`config.mk`:
```
export PLATFORM = sky130hd
export DESIGN_NAME = shmem_owner_lock
export DESIGN_NICKNAME = d
export VERILOG_FILES = /design/src/rtl/shl_pkg.sv /design/src/rtl/shl_wr_decode.sv /design/src/rtl/shl_hold_timer.sv /design/src/rtl/shmem_owner_lock.sv
export SDC_FILE = /design/constraint.sdc
export NUM_CORES = 1
export LEC_CHECK = 0
export ABC_CLOCK_PERIOD_IN_PS = 2200
export BUFFER_PORTS_ARGS = -buffer_cell sky130_fd_sc_hd__buf_2
export CAP_MARGIN = 25
export CORE_ASPECT_RATIO = 0.8
export CORE_MARGIN = 8
export CORE_UTILIZATION = 25
export CTS_CLUSTER_DIAMETER = 60
export DETAILED_ROUTE_END_ITERATION = 7
export SYNTH_ARGS = -nofsm -noshare
export SYNTH_HDL_FRONTEND = slang
export SYNTH_SLANG_ARGS = --single-unit
```
`constraint.sdc`:
```
create_clock -name clk -period 2.2 [get_ports clk]
set_input_delay 0.11 -clock clk [delete_from_list [all_inputs] [get_ports clk]]
set_output_delay 0.11 -clock clk [all_outputs]
set_load 0.01 [all_outputs]
```
`src/rtl/shl_pkg.sv`:
```
package shl_pkg;
  localparam int unsigned SHL_MASTERS_DEF = 4;
  localparam int unsigned SHL_HOLD_W_DEF  = 8;

  typedef enum logic [1:0] {
    ST_IDLE  = 2'd0,
    ST_OWNED = 2'd1,
    ST_CLASH = 2'd2
  } shl_state_e;
endpackage

```
`src/rtl/shl_wr_decode.sv`:
```
module shl_wr_decode #(
  parameter int unsigned N = shl_pkg::SHL_MASTERS_DEF
) (
  input  logic [N-1:0]   wr_en,
  input  logic [N*N-1:0] wr_data,
  output logic [N-1:0]   claim,
  output logic [N-1:0]   rel
);
  for (genvar g = 0; g < N; g++) begin : g_port
    localparam logic [N-1:0] MY_ID = {{(N-1){1'b0}}, 1'b1} << g;
    logic [N-1:0] val;
    assign val      = wr_data[g*N +: N];
    assign claim[g] = wr_en[g] && (val == MY_ID);
    assign rel[g]   = wr_en[g] && (val == '0);
  end
endmodule

```
`src/rtl/shl_hold_timer.sv`:
```
module shl_hold_timer #(
  parameter int unsigned W = shl_pkg::SHL_HOLD_W_DEF
) (
  input  logic         clk,
  input  logic         rst,
  input  logic         load,
  input  logic         run,
  input  logic [W-1:0] limit,
  output logic         zero
);
  logic [W-1:0] cnt_q;

  always_ff @(posedge clk) begin
    if (rst)                      cnt_q <= '0;
    else if (load)                cnt_q <= limit;
    else if (run && cnt_q != '0)  cnt_q <= cnt_q - 1'b1;
  end

  assign zero = (cnt_q == '0);
endmodule

```
`src/rtl/shmem_owner_lock.sv`:
```
module shmem_owner_lock #(
  parameter int unsigned N      = shl_pkg::SHL_MASTERS_DEF,
  parameter int unsigned HOLD_W = shl_pkg::SHL_HOLD_W_DEF
) (
  input  logic              clk,
  input  logic              rst,
  input  logic [N-1:0]      wr_en,
  input  logic [N*N-1:0]    wr_data,
  input  logic [N-1:0]      mem_acc,
  input  logic [HOLD_W-1:0] hold_limit,
  output logic [N-1:0]      lock_q,
  output logic [N-1:0]      grant,
  output logic              collision,
  output logic              timeout,
  output logic              rel_err
);
  import shl_pkg::*;

  logic [N-1:0] claim, rel;
  logic [N-1:0] own_mask, lock_n, grant_n;
  logic         claim_multi, claim_single;
  logic         owner_rel, owner_acc, foreign_rel;
  logic         coll_n, to_n;
  logic         tmr_load, tmr_run, tmr_zero;
  shl_state_e   state;

  shl_wr_decode #(.N(N)) u_dec (
    .wr_en   (wr_en),
    .wr_data (wr_data),
    .claim   (claim),
    .rel     (rel)
  );

  // Present state follows from the number of set bits in the register.
  always_comb begin
    if (lock_q == '0)                      state = ST_IDLE;
    else if ((lock_q & (lock_q - 1'b1)) != '0) state = ST_CLASH;
    else                                   state = ST_OWNED;
  end

  assign claim_multi  = (claim & (claim - 1'b1)) != '0;
  assign claim_single = (claim != '0) && !claim_multi;
  assign own_mask     = (state == ST_OWNED) ? lock_q : '0;
  assign owner_rel    = |(rel & own_mask);
  assign owner_acc    = |(mem_acc & own_mask);
  assign foreign_rel  = |(rel & ~own_mask);

  assign tmr_load = ((state == ST_IDLE) && claim_single) || owner_acc;
  assign tmr_run  = (state == ST_OWNED) && !owner_rel;

  shl_hold_timer #(.W(HOLD_W)) u_tmr (
    .clk   (clk),
    .rst   (rst),
    .load  (tmr_load),
    .run   (tmr_run),
    .limit (hold_limit),
    .zero  (tmr_zero)
  );

  always_comb begin
    lock_n = lock_q;
    coll_n = 1'b0;
    to_n   = 1'b0;
    unique case (state)
      ST_IDLE: begin
        lock_n = claim;
        coll_n = claim_multi;
      end
      ST_OWNED: begin
        if (owner_rel)      lock_n = '0;
        else if (owner_acc) lock_n = lock_q;
        else if (tmr_zero) begin
          lock_n = '0;
          to_n   = 1'b1;
        end
      end
      default: lock_n = '0;
    endcase
  end

  assign grant_n = ((lock_n != '0) && ((lock_n & (lock_n - 1'b1)) == '0)) ? lock_n : '0;

  always_ff @(posedge clk) begin
    if (rst) begin
      lock_q    <= '0;
      grant     <= '0;
      collision <= 1'b0;
      timeout   <= 1'b0;
      rel_err   <= 1'b0;
    end else begin
      lock_q    <= lock_n;
      grant     <= grant_n;
      collision <= coll_n;
      timeout   <= to_n;
      rel_err   <= rel_err | foreign_rel;
    end
  end
endmodule

```
==> flow_summary.json, run 1 <==
{
  "status": "complete, no violations",
  "rows": 23,
  "design_area_mm2": 0.001668,
  "firstDrtPassIters": 5,
  "p_sw_uw": 268.6,
  "vias": 1311,
  "clkTransAtPathRegs_ps": 80,
  "r2r_cells": 6,
  "cap_viol_max_count": 0,
  "clock_sinks": 19,
  "cp_cell_sequence": "xor2_1, a221oi_2, or4_4, a21oi_4, a21oi_1, nor4_1",
  "critPathBufInv": 0,
  "overflow": 0,
  "critPathTopFamily": "simple AND/OR/NAND/NOR gates",
  "internal_power_uw": 578.9,
  "grt_antenna_before_repair": 0,
  "tightest_slew_ps": 482.6,
  "slew_headroom": 0.6738,
  "start_kind": "register",
  "track_usage": 0.1054,
  "syn_area_mm2": 0.001295,
  "ys_seq_area_frac": 0.2937,
  "path_class": "register to register",
  "post_cts_buffers": 0,
  "drive_gt1_frac": 0.3819,
  "synth_seq_cells": 19,
  "comb_power_share": 0.239,
  "start_util": 0.2586,
  "wirelength_um": 3909,
  "die_h_um": 80.38,
  "synth_nets": 186,
  "swShare": 0.3169,
  "clockPowerShare": 0.312,
  "power_frac_seq": 0.448,
  "clk_latency_ps": 270,
  "setup_violations": 0,
  "holdWs_ps": 98.37,
  "hold_depth": 3,
  "routed-wl-met2_um": 1566,
  "yosysMostFrequentCell": "dfxtp_1",
  "cp.depth": 6,
  "grt_pass1_vias": 1369,
  "synth_area_leaders": "dfxtp_1, a21oi_1, xor2_1, nor2_1, nor4b_2",
  "coreArea_mm2": 0.005007,
  "hold_buffers": 0,
  "synth_edf_count": 0,
  "fin_crit_ps": 2072,
  "synthCells": 150,
  "via_per_inst": 5.023,
  "h-tree-depth": 1,
  "max_freq_mhz": 482.7,
  "yosys.area.top_type": "dfxtp_1",
  "slew_violations": 0,
  "post_cts_resized": 0,
  "hold_viol_final": 0,
  "wl_met1_um": 2049,
  "ant_nets": 0,
  "fin_worst_skew_ps": 8.206,
  "cp-end-kind": "register",
  "place_area_mm2": 0.001608,
  "min_path_type": "input port to register",
  "cpPeakStageDelay_ps": 590,
  "synth.avg_cell_area_um2": 8.633,
  "wl_per_cell_um": 14.98,
  "leakage_nw": 0.6907,
  "die_w_um": 96.47,
  "drc_errors": 0,
  "grt_pass1_wl_um": 6520,
  "wl_met3_um": 240,
  "yosys_warnings": 0,
  "async_flop_share": 0,
  "synthTopCellsByCount": "dfxtp_1, a21oi_1, nor2_1",
  "synthDistinctLibCells": 48,
  "cts_buffers": 3,
  "grt_max_degree": 16,
  "slowest_stage": "dfxtp_1",
  "period_share": 0.9418,
  "root_buffer": "clkbuf_8",
  "synth.top_cell.area_share": 0.2937,
  "cts_tree": "built",
  "clock_path_buffers": 2,
  "port_buffers": 44,
  "dp_hpwl_um": 2968,
  "synth_flop_cell": "dfxtp_1",
  "crit_path_max_fanout": 7,
  "die-area_mm2": 0.007753,
  "drt_iter0_drc": 141,
  "pwr_density_cell_mw_per_mm2": 508.1,
  "highest_layer": "met4",
  "gp_congestion": 0.9051,
  "peakVddDrop_mv": 0.1882,
  "cp.arrival_ps": 2240,
  "n_antenna_cell": 0,
  "ioPinCount": 45,
  "nNetsFinal": 236,
  "area_delta_synth_final_pct": 28.79,
  "critPathRequiredTime_ps": 2370
}
[stage by stage]
step	TNS, ps	utilization	worst slack, ps	power, mW	instances
floorplan	0	-	302.7	0.5124	150
global placement	0	0.3211	252.8	0.5853	257
detailed placement	0	0.3211	175.6	0.5862	257
CTS	0	0.3303	141.8	0.8402	261
global route	-7.470	0.3331	-7.470	0.8810	261
finish	0	0.3331	128.1	0.8475	261
[power groups by stage]
stage          Clock, mW  Combinational, mW  Sequential, mW
6_report           0.265              0.203           0.380
5_1_grt            0.277              0.221           0.383
4_1_cts            0.260              0.201           0.380
3_5_place_dp           0              0.199           0.387
3_3_place_gp           0              0.198           0.387
2_1_floorplan          0              0.128           0.385
[final cells by class]
class,count,area (µm²)
Clock buffer,3,41.29
Clock inverter,1,5.005
Fill cell,562,3339
Inverter,7,26.28
Multi-Input combinational cell,119,869.6
Sequential cell,19,382.9
Tap cell,62,77.57
Timing Repair Buffer,50,265.3
[cell families after synthesis]
family / after synthesis / share of synthesized area
flip-flops: 19 / 0.2937
adder cells (fa/ha/maj): 2 / 0.01932
AO/OA/AOI/OAI: 42 / 0.2416
XOR/XNOR: 8 / 0.05411
buffers and inverters: 12 / 0.04348
AND/OR/NAND/NOR: 67 / 0.3478
[path summary, 6_finish.rpt]
check / startpoint / endpoint / slack [ps]
min: hold_limit[5] / u_tmr.cnt_q[5] / 100
max: lock_q[0] / grant[3] / 130
min reg2reg: rel_err / rel_err / 520
max reg2reg: lock_q[0] / grant[3] / 130
[cell usage in the layout (no fill, tap or decap), types with 2 or more instances in the layout]
| cell type | netlist | routed |
|---|---|---|
| a211oi_1 | 4 | 4 |
| a21o_1 | 3 | 3 |
| a21oi_1 | 15 | 15 |
| a31oi_1 | 3 | 3 |
| and2_1 | 3 | 3 |
| and3b_2 | 2 | 2 |
| buf_2 | 3 | 44 |
| buf_4 | 0 | 6 |
| clkbuf_8 | 0 | 3 |
| dfxtp_1 | 19 | 17 |
| dfxtp_2 | 0 | 2 |
| ha_1 | 2 | 2 |
| inv_1 | 7 | 7 |
| nand2_1 | 9 | 9 |
| nand2b_1 | 2 | 2 |
| nand3_1 | 4 | 4 |
| nand3b_1 | 3 | 3 |
| nand4_1 | 6 | 6 |
| nand4b_1 | 2 | 2 |
| nor2_1 | 12 | 11 |
| nor2_2 | 1 | 2 |
| nor2b_1 | 3 | 3 |
| nor3_1 | 4 | 4 |
| nor4_1 | 4 | 4 |
| nor4b_1 | 2 | 2 |
| nor4b_2 | 3 | 2 |
| o21ai_0 | 3 | 3 |
| o32ai_1 | 2 | 2 |
| xor2_1 | 7 | 7 |
[worst register-to-register path: stages, from the launching register on]
cell,delay [ps]
dfxtp_1,590
xor2_1,240
a221oi_2,140
or4_4,470
a21oi_4,230
a21oi_1,100
nor4_1,200
[layer usage]
| metal | up-vias | global-route usage |
|---|---|---|
| met2 | 50 | 0.1471 |
| met4 | 0 | 0.04977 |
| met3 | 4 | 0.02886 |
| met1 | 592 | 0.1446 |
| met5 | - | 0 |
| li1 | 665 | - |
[sequential cells by signal (all words and copies together) (netlist names)]
name,flops
u_tmr.cnt_q,8
grant,4
lock_q,4
collision,1
rel_err,1
timeout,1
(Power assumes the default switching activity.)
==> run 2: changes to the inputs <==
--- a/config.mk
+++ b/config.mk
@@ -5,7 +5,7 @@
 export SDC_FILE = /design/constraint.sdc
 export NUM_CORES = 1
 export LEC_CHECK = 0
-export ABC_CLOCK_PERIOD_IN_PS = 2200
+export ABC_CLOCK_PERIOD_IN_PS = 2000
 export BUFFER_PORTS_ARGS = -buffer_cell sky130_fd_sc_hd__buf_2
 export CAP_MARGIN = 25
 export CORE_ASPECT_RATIO = 0.8
==> constraint.sdc (replaced) <==
create_clock -name clk -period 2 [get_ports clk]
set_input_delay 0.1 -clock clk [delete_from_list [all_inputs] [get_ports clk]]
set_output_delay 0.1 -clock clk [all_outputs]
set_load 0.01 [all_outputs]
==> flow_summary.json, run 2 (synthesis gave the netlist of run 1 again) <==
{
  "status": "complete, no violations",
  "die-area_mm2": 0.007753,
  "cp-end-kind": "register",
  "rows": 23,
  "nNetsFinal": 253,
  "final.setup.worst_slack_ps": 34.65,
  "clock_path_buffers": 2,
  "leakage_nw": 0.7897,
  "tightest_slew_ps": 541.0,
  "critPathRequiredTime_ps": 2160,
  "vias": 1365,
  "pre_cts_slack_ps": -56.99,
  "die_w_um": 96.47,
  "slew_violations": 0,
  "cp.depth": 6,
  "holdWs_ps": 111.0,
  "grt_setup_unrepaired": "yes",
  "track_usage": 0.1037,
  "overflow": 0,
  "drc_errors": 0,
  "period_share": 0.9827,
  "hold_buffers": 0,
  "grt_pass1_vias": 1354,
  "clk_latency_ps": 260,
  "ioPinCount": 45,
  "min_path_type": "input port to register",
  "top_regs": "u_tmr.cnt_q: 8 flops, grant: 4 flops, lock_q: 4 flops",
  "cp.arrival_ps": 2120,
  "clkTransAtPathRegs_ps": 80,
  "firstDrtPassIters": 4,
  "drt_iter0_drc": 73,
  "root_buffer": "clkbuf_8",
  "setup_violations": 0,
  "largest_reg_flops": 8,
  "pwr_density_cell_mw_per_mm2": 511.9,
  "hold_depth": 3,
  "layout_commonest_cell": "buf_2",
  "fin_tns_setup_ps": 0,
  "port_buffers": 44,
  "gp_congestion": 0.8684,
  "regMostFlops": "u_tmr.cnt_q",
  "crit_path_max_fanout": 5,
  "h-tree-depth": 1,
  "peakVddDrop_mv": 0.2173,
  "path_class": "register to register",
  "clock_sinks": 19,
  "die_h_um": 80.38,
  "ant_nets": 0,
  "r2r_cells": 6,
  "hold_viol_final": 0,
  "via_per_inst": 4.910,
  "cap_viol_max_count": 0,
  "slowest_stage": "or4_4",
  "cp_cell_sequence": "nor2b_2, a22o_1, or4_4, a21oi_4, a21oi_1, nor4_1",
  "instances_no_fill": 278,
  "cpPeakStageDelay_ps": 540,
  "cts_buffers": 3,
  "n_antenna_cell": 0,
  "wl_per_cell_um": 14.40,
  "fin_crit_ps": 1965,
  "fin_worst_skew_ps": 3.947,
  "start_kind": "register",
  "grt_antenna_before_repair": 0,
  "coreArea_mm2": 0.005007,
  "cts_tree": "built",
  "start_util": 0.2586,
  "drive_gt1_frac": 0.4537,
  "max_freq_mhz": 508.8,
  "dp_hpwl_um": 3106,
  "critPathBufInv": 0,
  "area_delta_synth_final_pct": 40.97,
  "final_cell_mix": "buf_2, buf_4, a21oi_1, dfxtp_1, nor2_1",
  "grt_pass1_wl_um": 6444,
  "slew_headroom": 0.6343,
  "critPathTopFamily": "simple AND/OR/NAND/NOR gates",
  "wirelength_um": 4004,
  "grt_max_degree": 16,
  "place_inst": 265
}
## run 2: cell types whose count changed in the layout (fill, tap and decap cells not counted)
cell	delta
dfxtp_1	-2
nor4_1	-1
nor2b_2	+1
nor2b_1	-1
dfxtp_2	-1
nor2_1	-1
nor2_2	+1
nor4_4	+1
dfxtp_4	+3
buf_4	+17
## run 2: repair_timing
item / 4_1_cts / 5_1_grt
setup endpoints to repair: 11 / 14
cloned: 0 / 0
gates resized for setup: 2 / 11
pin swaps: 0 / 5
buffers inserted: 1 / 8
## run 2: final cells by class
cell class	instances	area (µm²)
inverters	7	26.28
clock inverters	1	5.005
clock buffers	3	41.29
multi-input cells	119	889.6
well taps	62	77.57
repair buffers	67	392.9
flip-flops and latches	19	392.9
fillers	534	3182
## run 2: metrics by stage
stage          cell area, µm²  utilization  power [mW]
6_report                 1826       0.3646      0.9345
5_1_grt                  1826       0.3646      0.9880
4_1_cts                  1724       0.3443      0.9231
3_5_place_dp             1668       0.3331      0.6477
3_3_place_gp             1668       0.3331      0.6454
2_1_floorplan            1295            -      0.5636
## run 2: tightest hold or removal path: cells and delay by family
kind / cells / cell delay [ps]
buf+inv: 2 / 140
compound gates: 1 / 80
## run 2: per-layer routing
layer | up-vias | track usage | share of wire
met1 | 609 | 0.1457 | 0.51
met3 | 4 | 0.02793 | 0.063
met4 | 0 | 0.03167 | 0.013
met5 | - | 0 | 0
met2 | 48 | 0.1484 | 0.41
li1 | 704 | - | -
## run 2: where the power goes
group | total [mW] | switching [mW] | internal, mW
clock | 0.275 | 0.137 | 0.139
combinational | 0.239 | 0.125 | 0.114
sequential | 0.420 | 0.0242 | 0.395
total | 0.934 | 0.286 | 0.648
## run 2: final timing paths
path                          to          start  slack (ps)
hold reg to reg          rel_err        rel_err         560
hold / removal    u_tmr.cnt_q[5]  hold_limit[5]         110
setup / recovery        grant[2]      lock_q[3]          30
setup reg to reg        grant[2]      lock_q[3]          30
==> run 3: changes to the inputs <==
--- a/config.mk
+++ b/config.mk
@@ -13,6 +13,7 @@
 export CORE_UTILIZATION = 25
 export CTS_CLUSTER_DIAMETER = 60
 export DETAILED_ROUTE_END_ITERATION = 7
+export RECOVER_POWER = 100
 export SYNTH_ARGS = -nofsm -noshare
 export SYNTH_HDL_FRONTEND = slang
 export SYNTH_SLANG_ARGS = --single-unit
==> flow_summary.json, run 3 (synthesis gave the netlist of run 1 again) <==
{
  "status": "complete, no violations",
  "hold_viol_final": 0,
  "drt_iter0_drc": 78,
  "slew_violations": 0,
  "fin_worst_skew_ps": 4.203,
  "vias": 1365,
  "cap_viol_max_count": 0,
  "die_h_um": 80.38,
  "swShare": 0.3066,
  "drc_errors": 0,
  "place_area_mm2": 0.001668,
  "cp-end-kind": "register",
  "cp.arrival_ps": 2170,
  "drive_gt1_frac": 0.4213,
  "pwr_density_cell_mw_per_mm2": 513.8,
  "comb_power_share": 0.256,
  "die_w_um": 96.47,
  "grt_antenna_before_repair": 0,
  "fin_crit_ps": 1965,
  "grt_pass1_wl_um": 6444,
  "clkTransAtPathRegs_ps": 80,
  "root_buffer": "clkbuf_8",
  "power_frac_seq": 0.450,
  "design_area_mm2": 0.001817,
  "critPathRequiredTime_ps": 2210,
  "dp_hpwl_um": 3106,
  "hold_buffers": 0,
  "fin_tns_setup_ps": 0,
  "clock_path_buffers": 2,
  "wl_per_cell_um": 14.40,
  "cts_buffers": 3,
  "p_sw_uw": 286.2,
  "path_class": "register to register",
  "h-tree-depth": 1,
  "layout_commonest_cell": "buf_2",
  "ant_nets": 0,
  "final_cell_mix": "buf_2, buf_4, a21oi_1, dfxtp_1, nor2_1",
  "overflow": 0,
  "clock_sinks": 19,
  "setup_violations": 0,
  "cts_tree": "built",
  "gp_congestion": 0.8684,
  "largest_reg_flops": 8,
  "track_usage": 0.1037,
  "die-area_mm2": 0.007753,
  "start_kind": "register",
  "regMostFlops": "u_tmr.cnt_q",
  "internal_power_uw": 647.2,
  "max_freq_mhz": 508.9,
  "power_uw": 933.5,
  "n_antenna_cell": 0,
  "peakVddDrop_mv": 0.2169,
  "r2r_slack_ps": 30,
  "nNetsFinal": 253,
  "grt_max_degree": 16,
  "leakage_nw": 0.7595,
  "rows": 23,
  "area_delta_synth_final_pct": 40.29,
  "grt_setup_unrepaired": "yes",
  "ioPinCount": 45,
  "via_per_inst": 4.910,
  "period_share": 0.9826,
  "start_util": 0.2586,
  "min_path_type": "input port to register",
  "clockPowerShare": 0.295,
  "firstDrtPassIters": 4,
  "port_buffers": 44,
  "crit_path_max_fanout": 5,
  "coreArea_mm2": 0.005007,
  "grt_pass1_vias": 1354,
  "tightest_slew_ps": 541.0,
  "slew_headroom": 0.6343,
  "clk_latency_ps": 260,
  "top_regs": "u_tmr.cnt_q: 8 flops, grant: 4 flops, lock_q: 4 flops",
  "wirelength_um": 4002
}
-- run 3: cell count changes in the layout (fill, tap and decap cells not counted) --
| cell | delta |
|---|---|
| clkbuf_1 | +7 |
| buf_2 | -7 |
-- run 3: metal layers --
layer,vias up,GRT usage,share of wire
li1,703,-,-
met1,608,0.1457,0.51
met2,50,0.1484,0.41
met3,4,0.02793,0.059
met4,0,0.03167,0.013
met5,-,0,0
-- run 3: area by class of cell --
| class | count | area, µm² |
|---|---|---|
| Fill cell | 539 | 3191 |
| Multi-Input combinational cell | 119 | 889.6 |
| Sequential cell | 19 | 392.9 |
| Timing Repair Buffer | 67 | 384.1 |
| Tap cell | 62 | 77.57 |
| Clock buffer | 3 | 41.29 |
| Inverter | 7 | 26.28 |
| Clock inverter | 1 | 5.005 |
-- run 3: final timing paths --
| kind | start | to | cells after the start |
|---|---|---|---|
| setup / recovery | lock_q[3] | grant[0] | 7 |
| hold / removal | hold_limit[5] | u_tmr.cnt_q[5] | 3 |
| setup reg to reg | lock_q[3] | grant[0] | 7 |
| hold reg to reg | rel_err | rel_err | 2 |
-- run 3: metrics by stage --
stage | util | cells | worst slack [ps] | hold slack, ps
after global placement | 0.3331 | 265 | -42.01 | 391.0
after global routing | 0.3628 | 278 | -23.83 | 129.7
final | 0.3628 | 278 | 34.81 | 111.0
after CTS | 0.3443 | 270 | 11.47 | 113.2
after detailed placement | 0.3331 | 265 | -56.99 | 390.7
after floorplan | - | 150 | 102.7 | 217.9
-- run 3: critical path, stage by stage, from the launching register on --
cell and delay (ps):
dfxtp_4 370, nor2b_2 150, a22o_1 250, or4_4 540, a21oi_4 190, buf_4 140
a32o_2 170, and2_1 110
-- run 3: timing repair --
| item | in CTS | in global routing |
|---|---|---|
| setup buffers | 1 | 8 |
| setup endpoints to repair | 11 | 14 |
| pin swaps | 0 | 5 |
| cloned | 0 | 0 |
| gates resized for setup | 2 | 11 |
-- run 3: power groups by stage --
stage / clock network, mW / logic, mW / registers (mW)
floorplan: 0 / 0.140 / 0.423
global placement: 0 / 0.220 / 0.426
detailed placement: 0 / 0.222 / 0.425
CTS: 0.280 / 0.226 / 0.417
global route: 0.297 / 0.267 / 0.423
finish: 0.275 / 0.239 / 0.420
